--- src/rtl/bcd_wd_pkg.sv ---
package bcd_wd_pkg;
    localparam int WD_DIGITS = 4;
    localparam int WD_VAL_W  = WD_DIGITS * 4;

    typedef enum logic [1:0] {
        ST_IDLE,
        ST_COUNT,
        ST_PULSE
    } wd_state_e;

    typedef enum logic [1:0] {
        AD_FRAC = 2'd0,
        AD_SECS = 2'd1,
        AD_CTRL = 2'd2,
        AD_FLAG = 2'd3
    } wd_addr_e;
endpackage

--- src/rtl/bcd_wd_counter.sv ---
module bcd_wd_counter #(
    parameter int DIGITS = 4,
    localparam int W = DIGITS * 4
) (
    input  logic         clk,
    input  logic         rst_n,
    input  logic         tick,
    input  logic         armed,
    input  logic         load,
    input  logic [W-1:0] ld_val,
    output logic         timeout
);
    logic [W-1:0]    cnt;
    logic [W-1:0]    dec;
    logic [DIGITS:0] borrow;
    logic            is_one;

    assign borrow[0] = 1'b1;

    // BCD decrement, one digit per stage, borrow rippling upward
    for (genvar i = 0; i < DIGITS; i++) begin : g_dig
        logic [3:0] d;
        assign d = cnt[i*4 +: 4];
        always_comb begin
            if (!borrow[i]) begin
                dec[i*4 +: 4] = d;
                borrow[i+1]   = 1'b0;
            end else if (d == 4'd0) begin
                dec[i*4 +: 4] = 4'd9;
                borrow[i+1]   = 1'b1;
            end else begin
                dec[i*4 +: 4] = d - 4'd1;
                borrow[i+1]   = 1'b0;
            end
        end
    end

    assign is_one  = (cnt == W'(1));
    assign timeout = tick && armed && !load && is_one;

    always_ff @(posedge clk) begin
        if (!rst_n) begin
            cnt <= '0;
        end else if (load) begin
            cnt <= ld_val;
        end else if (tick && armed) begin
            cnt <= is_one ? ld_val : dec;
        end
    end

    // expiry reloads the programmed value
    p_reload_r3: assert property (@(posedge clk) disable iff (!rst_n)
        timeout |=> (cnt == $past(ld_val)));

    // every counted tick moves the count
    p_step_r2: assert property (@(posedge clk) disable iff (!rst_n)
        (tick && armed && !load && !timeout) |=> (cnt != $past(cnt)));
endmodule

--- src/rtl/bcd_wd_pulse.sv ---
module bcd_wd_pulse #(
    parameter int TICKS = 10,
    localparam int PW = $clog2(TICKS + 1)
) (
    input  logic clk,
    input  logic rst_n,
    input  logic tick,
    input  logic start,
    output logic active,
    output logic done
);
    logic [PW-1:0] pcnt;

    assign active = (pcnt != '0);
    assign done   = active && tick && (pcnt == PW'(1));

    always_ff @(posedge clk) begin
        if (!rst_n) begin
            pcnt <= '0;
        end else if (start) begin
            pcnt <= PW'(TICKS);
        end else if (active && tick) begin
            pcnt <= pcnt - PW'(1);
        end
    end

    // pulse length never exceeds the configured tick count
    p_pulse_bound_r8: assert property (@(posedge clk) disable iff (!rst_n)
        pcnt <= PW'(TICKS));
endmodule

--- src/rtl/bcd_watchdog.sv ---
module bcd_watchdog
    import bcd_wd_pkg::*;
#(
    parameter int PULSE_TICKS = 10
) (
    input  logic       clk,
    input  logic       rst_n,
    input  logic       tick,
    input  logic       wr_en,
    input  logic [1:0] wr_addr,
    input  logic [7:0] wr_data,
    output logic       wd_flag,
    output logic       wd_irq,
    output logic       wd_reset,
    output logic       wd_enable,
    output logic       wd_steer
);
    wd_state_e state, state_n;

    logic [7:0] frac_q, secs_q, frac_n, secs_n;
    logic       en_q, steer_q, flag_q;
    logic       wr_frac, wr_secs, wr_ctrl, wr_flag;
    logic       load, armed_q, armed_n;
    logic       tmo, pulse_start, pulse_active, pulse_done;

    assign wr_frac = wr_en && (wr_addr == AD_FRAC);
    assign wr_secs = wr_en && (wr_addr == AD_SECS);
    assign wr_ctrl = wr_en && (wr_addr == AD_CTRL);
    assign wr_flag = wr_en && (wr_addr == AD_FLAG);

    assign frac_n  = wr_frac ? wr_data : frac_q;
    assign secs_n  = wr_secs ? wr_data : secs_q;
    assign load    = wr_frac || wr_secs;
    assign armed_q = |{secs_q, frac_q};
    assign armed_n = |{secs_n, frac_n};

    bcd_wd_counter #(.DIGITS(WD_DIGITS)) u_cnt (
        .clk     (clk),
        .rst_n   (rst_n),
        .tick    (tick),
        .armed   (armed_q),
        .load    (load),
        .ld_val  ({secs_n, frac_n}),
        .timeout (tmo)
    );

    assign pulse_start = tmo && en_q && steer_q && (state != ST_PULSE);

    bcd_wd_pulse #(.TICKS(PULSE_TICKS)) u_pulse (
        .clk    (clk),
        .rst_n  (rst_n),
        .tick   (tick),
        .start  (pulse_start),
        .active (pulse_active),
        .done   (pulse_done)
    );

    // register file
    always_ff @(posedge clk) begin
        if (!rst_n) begin
            frac_q  <= '0;
            secs_q  <= '0;
            en_q    <= 1'b0;
            steer_q <= 1'b0;
            flag_q  <= 1'b0;
        end else begin
            frac_q <= frac_n;
            secs_q <= secs_n;
            if (pulse_done)   en_q <= 1'b0;
            else if (wr_ctrl) en_q <= wr_data[0];
            if (wr_ctrl)      steer_q <= wr_data[1];
            if (tmo)                          flag_q <= 1'b1;
            else if (wr_flag && !wr_data[0])  flag_q <= 1'b0;
        end
    end

    // state register
    always_ff @(posedge clk) begin
        if (!rst_n) state <= ST_IDLE;
        else        state <= state_n;
    end

    // next state
    always_comb begin
        state_n = state;
        unique case (state)
            ST_IDLE:  if (load && armed_n) state_n = ST_COUNT;
            ST_COUNT: begin
                if (load && !armed_n) state_n = ST_IDLE;
                else if (pulse_start) state_n = ST_PULSE;
            end
            ST_PULSE: if (pulse_done) state_n = armed_n ? ST_COUNT : ST_IDLE;
            default:  state_n = ST_IDLE;
        endcase
    end

    // outputs
    always_comb begin
        wd_flag   = flag_q;
        wd_enable = en_q;
        wd_steer  = steer_q;
        wd_irq    = flag_q && en_q && !steer_q;
        wd_reset  = (state == ST_PULSE);
    end

    // the flag only rises after an expiry
    p_flag_source_r6: assert property (@(posedge clk) disable iff (!rst_n)
        $rose(flag_q) |-> $past(tmo));

    // the state machine and the pulse timer agree
    p_pulse_sync_r8: assert property (@(posedge clk) disable iff (!rst_n)
        (state == ST_PULSE) == pulse_active);

    // end of pulse leaves the watchdog disabled
    p_end_clears_en_r8: assert property (@(posedge clk) disable iff (!rst_n)
        $fell(wd_reset) |-> !en_q);

    // a stopped watchdog cannot raise the flag
    p_idle_quiet_r5: assert property (@(posedge clk) disable iff (!rst_n)
        (state == ST_IDLE) |=> !$rose(flag_q));
endmodule

--- config.mk ---
export PLATFORM = sky130hd
export DESIGN_NAME = bcd_watchdog
export DESIGN_NICKNAME = d
export VERILOG_FILES = /design/src/rtl/bcd_wd_pkg.sv /design/src/rtl/bcd_wd_counter.sv /design/src/rtl/bcd_wd_pulse.sv /design/src/rtl/bcd_watchdog.sv
export SDC_FILE = /design/constraint.sdc
export NUM_CORES = 1
export LEC_CHECK = 0
export BUFFER_PORTS_ARGS = -buffer_cell sky130_fd_sc_hd__buf_4
export CAP_MARGIN = 5
export CORE_MARGIN = 2
export CORE_UTILIZATION = 56
export DETAILED_ROUTE_END_ITERATION = 8
export PLACE_DENSITY = 0.75
export SLEW_MARGIN = 20
export SYNTH_ARGS = -nofsm -noshare
export SYNTH_HDL_FRONTEND = slang
export SYNTH_HIERARCHICAL = 1
export SYNTH_SLANG_ARGS = --single-unit
export TNS_END_PERCENT = 10
--- constraint.sdc ---
create_clock -name clk -period 6.2 [get_ports clk]
set_input_delay 0.62 -clock clk [delete_from_list [all_inputs] [get_ports clk]]
set_output_delay 0.62 -clock clk [all_outputs]
set_load 0.005 [all_outputs]
==> results of run 1 <==
[metal layers]
metal	vias up	global-route usage [%]	part of all wire, %
met5	-	0	0
met1	934	31.9	49
met2	50	39.1	46
met3	2	5.26	4.8
met4	0	7.00	0.27
li1	993	-	-
[power groups by stage]
stage                     Combinational [mW]  Sequential (mW)  Clock (mW)
final                                  0.238            0.339       0.210
after global placement                 0.232            0.343           0
after floorplan                        0.201            0.332           0
after global routing                   0.267            0.344       0.225
after detailed placement               0.233            0.344           0
after CTS                              0.235            0.338       0.214
[synth_stat cells (3+ instances only)]
cell type   n
nor3_1      6
nand4_1     3
nor3b_1     4
and3_1      3
mux2i_1     4
clkbuf_1    4
inv_1       5
and2_1     16
nor4_4      3
mux2_2     18
buf_2       3
nor4_1      6
dfxtp_1    41
nor2b_1     6
nand3b_1    4
nand3_1     8
a21oi_1    25
o21ai_0    18
nor2_1     12
o211ai_1    3
a31oi_1     4
nand2_1    16
[state kept, by name, indices dropped and copies added (netlist names)]
| register | cells |
|---|---|
| wd_steer | 1 |
| u_pulse/pcnt | 4 |
| state | 2 |
| secs_q | 8 |
| wd_flag | 1 |
| frac_q | 8 |
| wd_enable | 1 |
| u_cnt/cnt | 16 |
[final timing paths]
path | from | endpoint | slack, ns | cells after the start
hold / removal | wd_flag$_SDFFE_PN0P_ | wd_flag$_SDFFE_PN0P_ | 0.54 | 2
hold reg to reg | wd_flag$_SDFFE_PN0P_ | wd_flag$_SDFFE_PN0P_ | 0.54 | 2
setup / recovery | u_cnt/cnt[0]$_SDFFE_PN0P_ | u_pulse/pcnt[0]$_SDFFE_PP0P_ | 3.77 | 8
setup reg to reg | u_cnt/cnt[0]$_SDFFE_PN0P_ | u_pulse/pcnt[0]$_SDFFE_PP0P_ | 3.77 | 8
[worst register-to-register path: stages (launching register included)]
cell	delay, ns
dfxtp_1	0.50
nor4b_4	0.39
nand4_1	0.19
nor3_1	0.33
nand3_1	0.15
nor2_1	0.35
nand3b_1	0.16
a21oi_1	0.04
a31o_2	0.21
[cell families (layout without fill, tap and decap cells)]
kind of cell,after synthesis,in the layout
compound gates,72,72
fa+ha+maj,2,2
buf+inv,16,32
flops,41,41
mux,23,23
simple gates,101,101
[stage by stage]
stage	area (µm²)	power, mW	cells	setup WS [ns]	util [%]
after global routing	2550	0.837	321	3.49	64.3
after floorplan	2300	0.532	255	3.85	-
final	2550	0.787	321	3.77	64.3
after CTS	2550	0.787	321	3.81	64.3
after global placement	2450	0.575	314	3.86	61.7
after detailed placement	2450	0.577	314	3.80	61.7
[area by class of cell]
type	count	area (µm²)	area share, %
multi-input cells	198	1400	54.9
repair buffers	19	143	5.58
clock inverters	2	35.0	1.37
clock buffers	5	68.8	2.69
flip-flops and latches	41	821	32.1
well taps	50	62.6	2.45
inverters	6	22.5	0.881
==> reports/qor.yml, run 1 <==
clock_network:
  clockBufferDepth: 2
  cts_resized: 0
  numCtsBuffers: 5
  cts.sinks: 41
  cts_root_buf: "clkbuf_8"
  postCtsSetupRepairBufs: 0
  path_clk_slew_ns: 0.08
  clk_latency_ns: 0.29
  cts_max_level: 2
  cts_tree: "built"
  hold_buffers: 0
placement:
  hpwl_mm: 3.66
  gp_congestion: 0.872
  port-buffer-count: 18
sta:
  setup_tns_ns: 0
  rsz0062_at_grt: "false"
  fmax_ghz: 0.412
  setup_viol: 0
  fin_crit_sh_pct: 39.1
  drv_slew: 0
  hold_ws_ns: 0.540
  slew_headroom_pct: 64.2
  finalClockSkew_ns: 0.00870
  tightestPinTransition_ns: 0.536
  hold_violations: 0
  post-route-min-period_ns: 2.43
global_routing:
  track_usage_pct: 24.1
  grt_pass1_wl_mm: 8.40
  grt_max_degree: 38
  grt_pass1_vias: 1795
  antenna_found_initial: 0
  gr-total-overflow: 0
pwr:
  netSwitchingFraction_pct: 33.5
  combPwrFrac_pct: 30.3
  p_per_area_mw_per_mm2: 308
  pwr-share-clk_pct: 26.7
  p_sw_uw: 264
  power_frac_seq_pct: 43.1
  p_int_uw: 524
  leakagePower_nw: 0.997
  ir_worst_vdd_uv: 158
drt:
  dr_total_vias: 1979
  drc: 0
  routed_wl_mm: 5.12
  ant_nets: 0
  drt-vias-per-instance: 6.17
  drt-pass1-iter-count: 4
  drtIter0Drc: 115
  wl_per_cell_um: 16.0
floorplan:
  dieArea_mm2: 0.00464
  core_region_area_mm2: 0.00397
  die_h_um: 68.1
  die_width_um: 68.1
  fp-row-count: 23
  top_level_ports: 19
  initial_utilization_pct: 58.0
critical_path:
  critPathRequiredTime_ns: 6.40
  worst_path_max_delay_cell: "dfxtp_1"
  cp.arrival_ns: 2.62
  worstSetupPathType: "register to register"
  crit_fanout: 9
  worstSetupEndpointType: "register"
  cp_top_family: "simple AND/OR/NAND/NOR gates"
  start_kind: "register"
  timing.critical_path.cells: "nor4b_4 > nand4_1 > nor3_1 > nand3_1 > nor2_1 > nand3b_1 > a21oi_1 > a31o_2"
  slowest_delay_ns: 0.50
  path_buf_inv: 0
layout:
  final_common_cell: "dfxtp_1"
  area.growth.synth_to_final_pct: 11.0
  layout_common_cells: "dfxtp_1 (41), a21oi_1 (25), buf_4 (19), mux2_2 (18), o21ai_0 (18)"
  n_fill_cell: 336
  drive_gt1_share_pct: 22.5
  antenna_cells: 0
  final_net_count: 287
yosys:
  synth.area.top_cells: "dfxtp_1 (36%), mux2_2 (8.8%), a21oi_1 (5.4%)"
  muxShareOfSynthArea_pct: 11.0
  yosys.area.top_type: "dfxtp_1"
  synth_adder_area_share_pct: 1.09
  synthXorXnorAreaFrac_pct: 0
  synth-seq-area-share_pct: 35.7
  synth_top_family_by_area: "simple AND/OR/NAND/NOR gates"
  async_reset_ff_share_pct: 0
  synth-simple-area-share_pct: 28.9
  syn_inst: 255
  ys_types: 55
  yosys_warnings: 6
  yosysTopAreaCellShare_pct: 35.7
  synth_nets: 271
  ys.flop_type: "dfxtp_1"
  syn_area_per_cell_um2: 9.03
  synth_area_mm2: 0.00230
  synth_edf_count: 0
  synth-compound-area-share_pct: 19.9
  ys_ff_latch: 41
worst_hold_path:
  hold_path_class: "register to register"
run:
  max_cap_viol_count: 0
run_status:
  status: "complete, no violations"
Note: power is estimated with default switching activity, not from simulation.
==> run 2, diff against run 1 <==
--- a/config.mk
+++ b/config.mk
@@ -8,7 +8,7 @@
 export BUFFER_PORTS_ARGS = -buffer_cell sky130_fd_sc_hd__buf_4
 export CAP_MARGIN = 5
 export CORE_MARGIN = 2
-export CORE_UTILIZATION = 56
+export CORE_UTILIZATION = 53
 export DETAILED_ROUTE_END_ITERATION = 8
 export PLACE_DENSITY = 0.75
 export SLEW_MARGIN = 20
==> constraint.sdc (replaced) <==
create_clock -name clk -period 2.2 [get_ports clk]
set_input_delay 0.22 -clock clk [delete_from_list [all_inputs] [get_ports clk]]
set_output_delay 0.22 -clock clk [all_outputs]
set_load 0.005 [all_outputs]
==> run 2 against run 1 <==
Hold slack worse by 0.29 ns. Final area grew 4.5%. Maximum frequency increased by 14%. Setup slack worse by 3.7 ns. Register-to-register slack lost 3.7 ns. Sequential share of layout area decreased by 1.4 points. Via count increased by 4.4%. Critical endpoint unchanged. Largest cell class unchanged.
==> reports/qor.yml, run 2 (synthesis results as in run 1) <==
drt:
  ant_nets: 0  # unchanged
  wl_per_cell_um: 16.1  # +0.98%
  drt-pass1-iter-count: 5  # +1
  routed_wl_mm: 5.41  # +5.7%
  drtIter0Drc: 170  # +48%
  drc: 0  # unchanged
  dr_total_vias: 2066  # +4.4%
  drt-vias-per-instance: 6.15  # -0.26%
critical_path:
  start_kind: "register"
  worstSetupEndpointType: "register"
  cp.arrival_ns: 2.31  # -0.31 ns
  critPathRequiredTime_ns: 2.39  # -4.01 ns
  worstSetupPathType: "register to register"
  crit_fanout: 6  # -3
sta:
  tightestPinTransition_ns: 0.517  # -0.0196 ns
  hold_ws_ns: 0.251  # -0.288 ns
  fin_crit_sh_pct: 96.7  # +58 points
  setup_ws_ns: 0.0727  # -3.70 ns
  slew_headroom_pct: 65.2  # +0.99 points
  finalClockSkew_ns: 0.00492  # -0.00378 ns
  fmax_ghz: 0.470  # +14%
  rsz0062_at_grt: "false"
  setup_viol: 0  # unchanged
  post-route-min-period_ns: 2.13  # -0.299 ns
  drv_slew: 0  # unchanged
  hold_violations: 0  # unchanged
  setup_tns_ns: 0  # unchanged
layout:
  antenna_cells: 0  # unchanged
  largest_reg_flops: 16  # unchanged
  n_fill_cell: 326  # -3.0%
  final_net_count: 302  # +5.2%
  layout_common_cells: "dfxtp_1 (41), buf_4 (34), a21oi_1 (25), mux2_2 (18), o21ai_0 (18)"
  stdcell_count: 336  # +4.7%
  final_common_cell: "dfxtp_1"
  area.growth.synth_to_final_pct: 16.0
  drive_gt1_share_pct: 26.9  # +4.4 points
  final_area_mm2: 0.00267  # +4.5%
  top_regs: "u_cnt/cnt x16, frac_q x8, secs_q x8"
  top_register: "u_cnt/cnt"
clock_network:
  path_clk_slew_ns: 0.08  # about the same
  cts.sinks: 41  # unchanged
  cts_max_level: 2  # unchanged
  clk_latency_ns: 0.29  # about the same
  cts_root_buf: "clkbuf_8"
  clockBufferDepth: 2  # unchanged
  hold_buffers: 0  # unchanged
  cts_tree: "built"
  numCtsBuffers: 5  # unchanged
pwr:
  p_int_mw: 1.53  # +190%
  leakagePower_nw: 1.07  # +7.6%
  ir_worst_vdd_uv: 478  # +200%
  netSwitchingFraction_pct: 32.8  # -0.67 points
  pwr-share-clk_pct: 25.3  # -1.4 points
  combPwrFrac_pct: 33.9  # +3.6 points
  p_sw_uw: 749  # +180%
  power_frac_seq_pct: 40.8  # -2.3 points
  p_per_area_mw_per_mm2: 855  # +180%
global_routing:
  gr-total-overflow: 0  # unchanged
  antenna_found_initial: 0  # unchanged
  grt_pass1_vias: 1923  # +7.1%
  track_usage_pct: 23.3  # -0.77 points
  grt_pass1_wl_mm: 9.11  # +8.5%
  grt_max_degree: 38  # unchanged
placement:
  port-buffer-count: 18  # unchanged
  gp_congestion: 0.832  # -4.7%
  place_area_mm2: 0.00256  # +4.6%
  hpwl_mm: 4.00  # +9.5%
  place_worst_setup_slack_ns: 0.0428  # -3.76 ns
  place_inst: 329  # +4.8%
run:
  max_cap_viol_count: 0  # unchanged
floorplan:
  top_level_ports: 19  # unchanged
  die_width_um: 69.9  # +2.6%
  fp-row-count: 23  # unchanged
  core_region_area_mm2: 0.00409  # +2.9%
  die_h_um: 69.9  # +2.6%
  initial_utilization_pct: 56.3  # -1.6 points
  dieArea_mm2: 0.00489  # +5.3%
run_status:
  status: "complete, no violations"
worst_hold_path:
  hold_path_class: "input pin to register"
## run 2: worst paths after layout
kind,slack [ns],endpoint,from,cells after the start
worst min-delay path,0.25,u_pulse/pcnt[0]$_SDFFE_PP0P_,tick,2
worst max-delay path,0.07,u_pulse/pcnt[0]$_SDFFE_PP0P_,u_cnt/cnt[9]$_SDFFE_PN0P_,8
worst max register to register,0.07,u_pulse/pcnt[0]$_SDFFE_PP0P_,u_cnt/cnt[9]$_SDFFE_PN0P_,8
worst min register to register,0.54,wd_flag$_SDFFE_PN0P_,wd_flag$_SDFFE_PN0P_,2
## run 2: routing by layer
metal  track usage (%)  vias up  part of all wire (%)
met5                 0        -                     0
met4              8.33        0                  0.72
met3              5.48        4                   5.7
met2              39.0       71                    48
met1              29.1      970                    46
li1                  -     1021                     -
## run 2: critical path, stage by stage, from the launching register on
cell	delay (ns)
dfxtp_1	0.34
nor4_4	0.43
nand4_1	0.21
nor3_1	0.30
nand3_1	0.17
nor2_2	0.20
nand3b_1	0.13
a21oi_1	0.04
a31o_2	0.21
## run 2: power by group through the flow
stage | clock network (mW) | registers, mW | logic, mW
after detailed placement | 0 | 0.945 | 0.761
after CTS | 0.599 | 0.929 | 0.771
after floorplan | 0 | 0.934 | 0.566
after global placement | 0 | 0.942 | 0.750
after global routing | 0.645 | 0.944 | 0.858
final | 0.578 | 0.931 | 0.775
## run 2: layout make-up
type,count,area [µm²],area share [%]
multi-input combinational,198,1410,52.6
clock inverter,2,35.0,1.31
sequential,41,821,30.7
tap,50,62.6,2.34
timing repair buffer,34,255,9.56
clock buffer,5,68.8,2.58
inverter,6,22.5,0.843
## run 2: what timing repair did
action	4_1_cts	5_1_grt
setup endpoints to repair	0	2
gates resized for setup	0	1
setup buffers	0	0
## run 2: through the flow
step / util, % / total power [mW]
3_5_place_dp: 62.7 / 1.71
6_report: 65.3 / 2.28
2_1_floorplan: - / 1.50
3_3_place_gp: 62.7 / 1.69
5_1_grt: 65.3 / 2.45
4_1_cts: 65.3 / 2.30
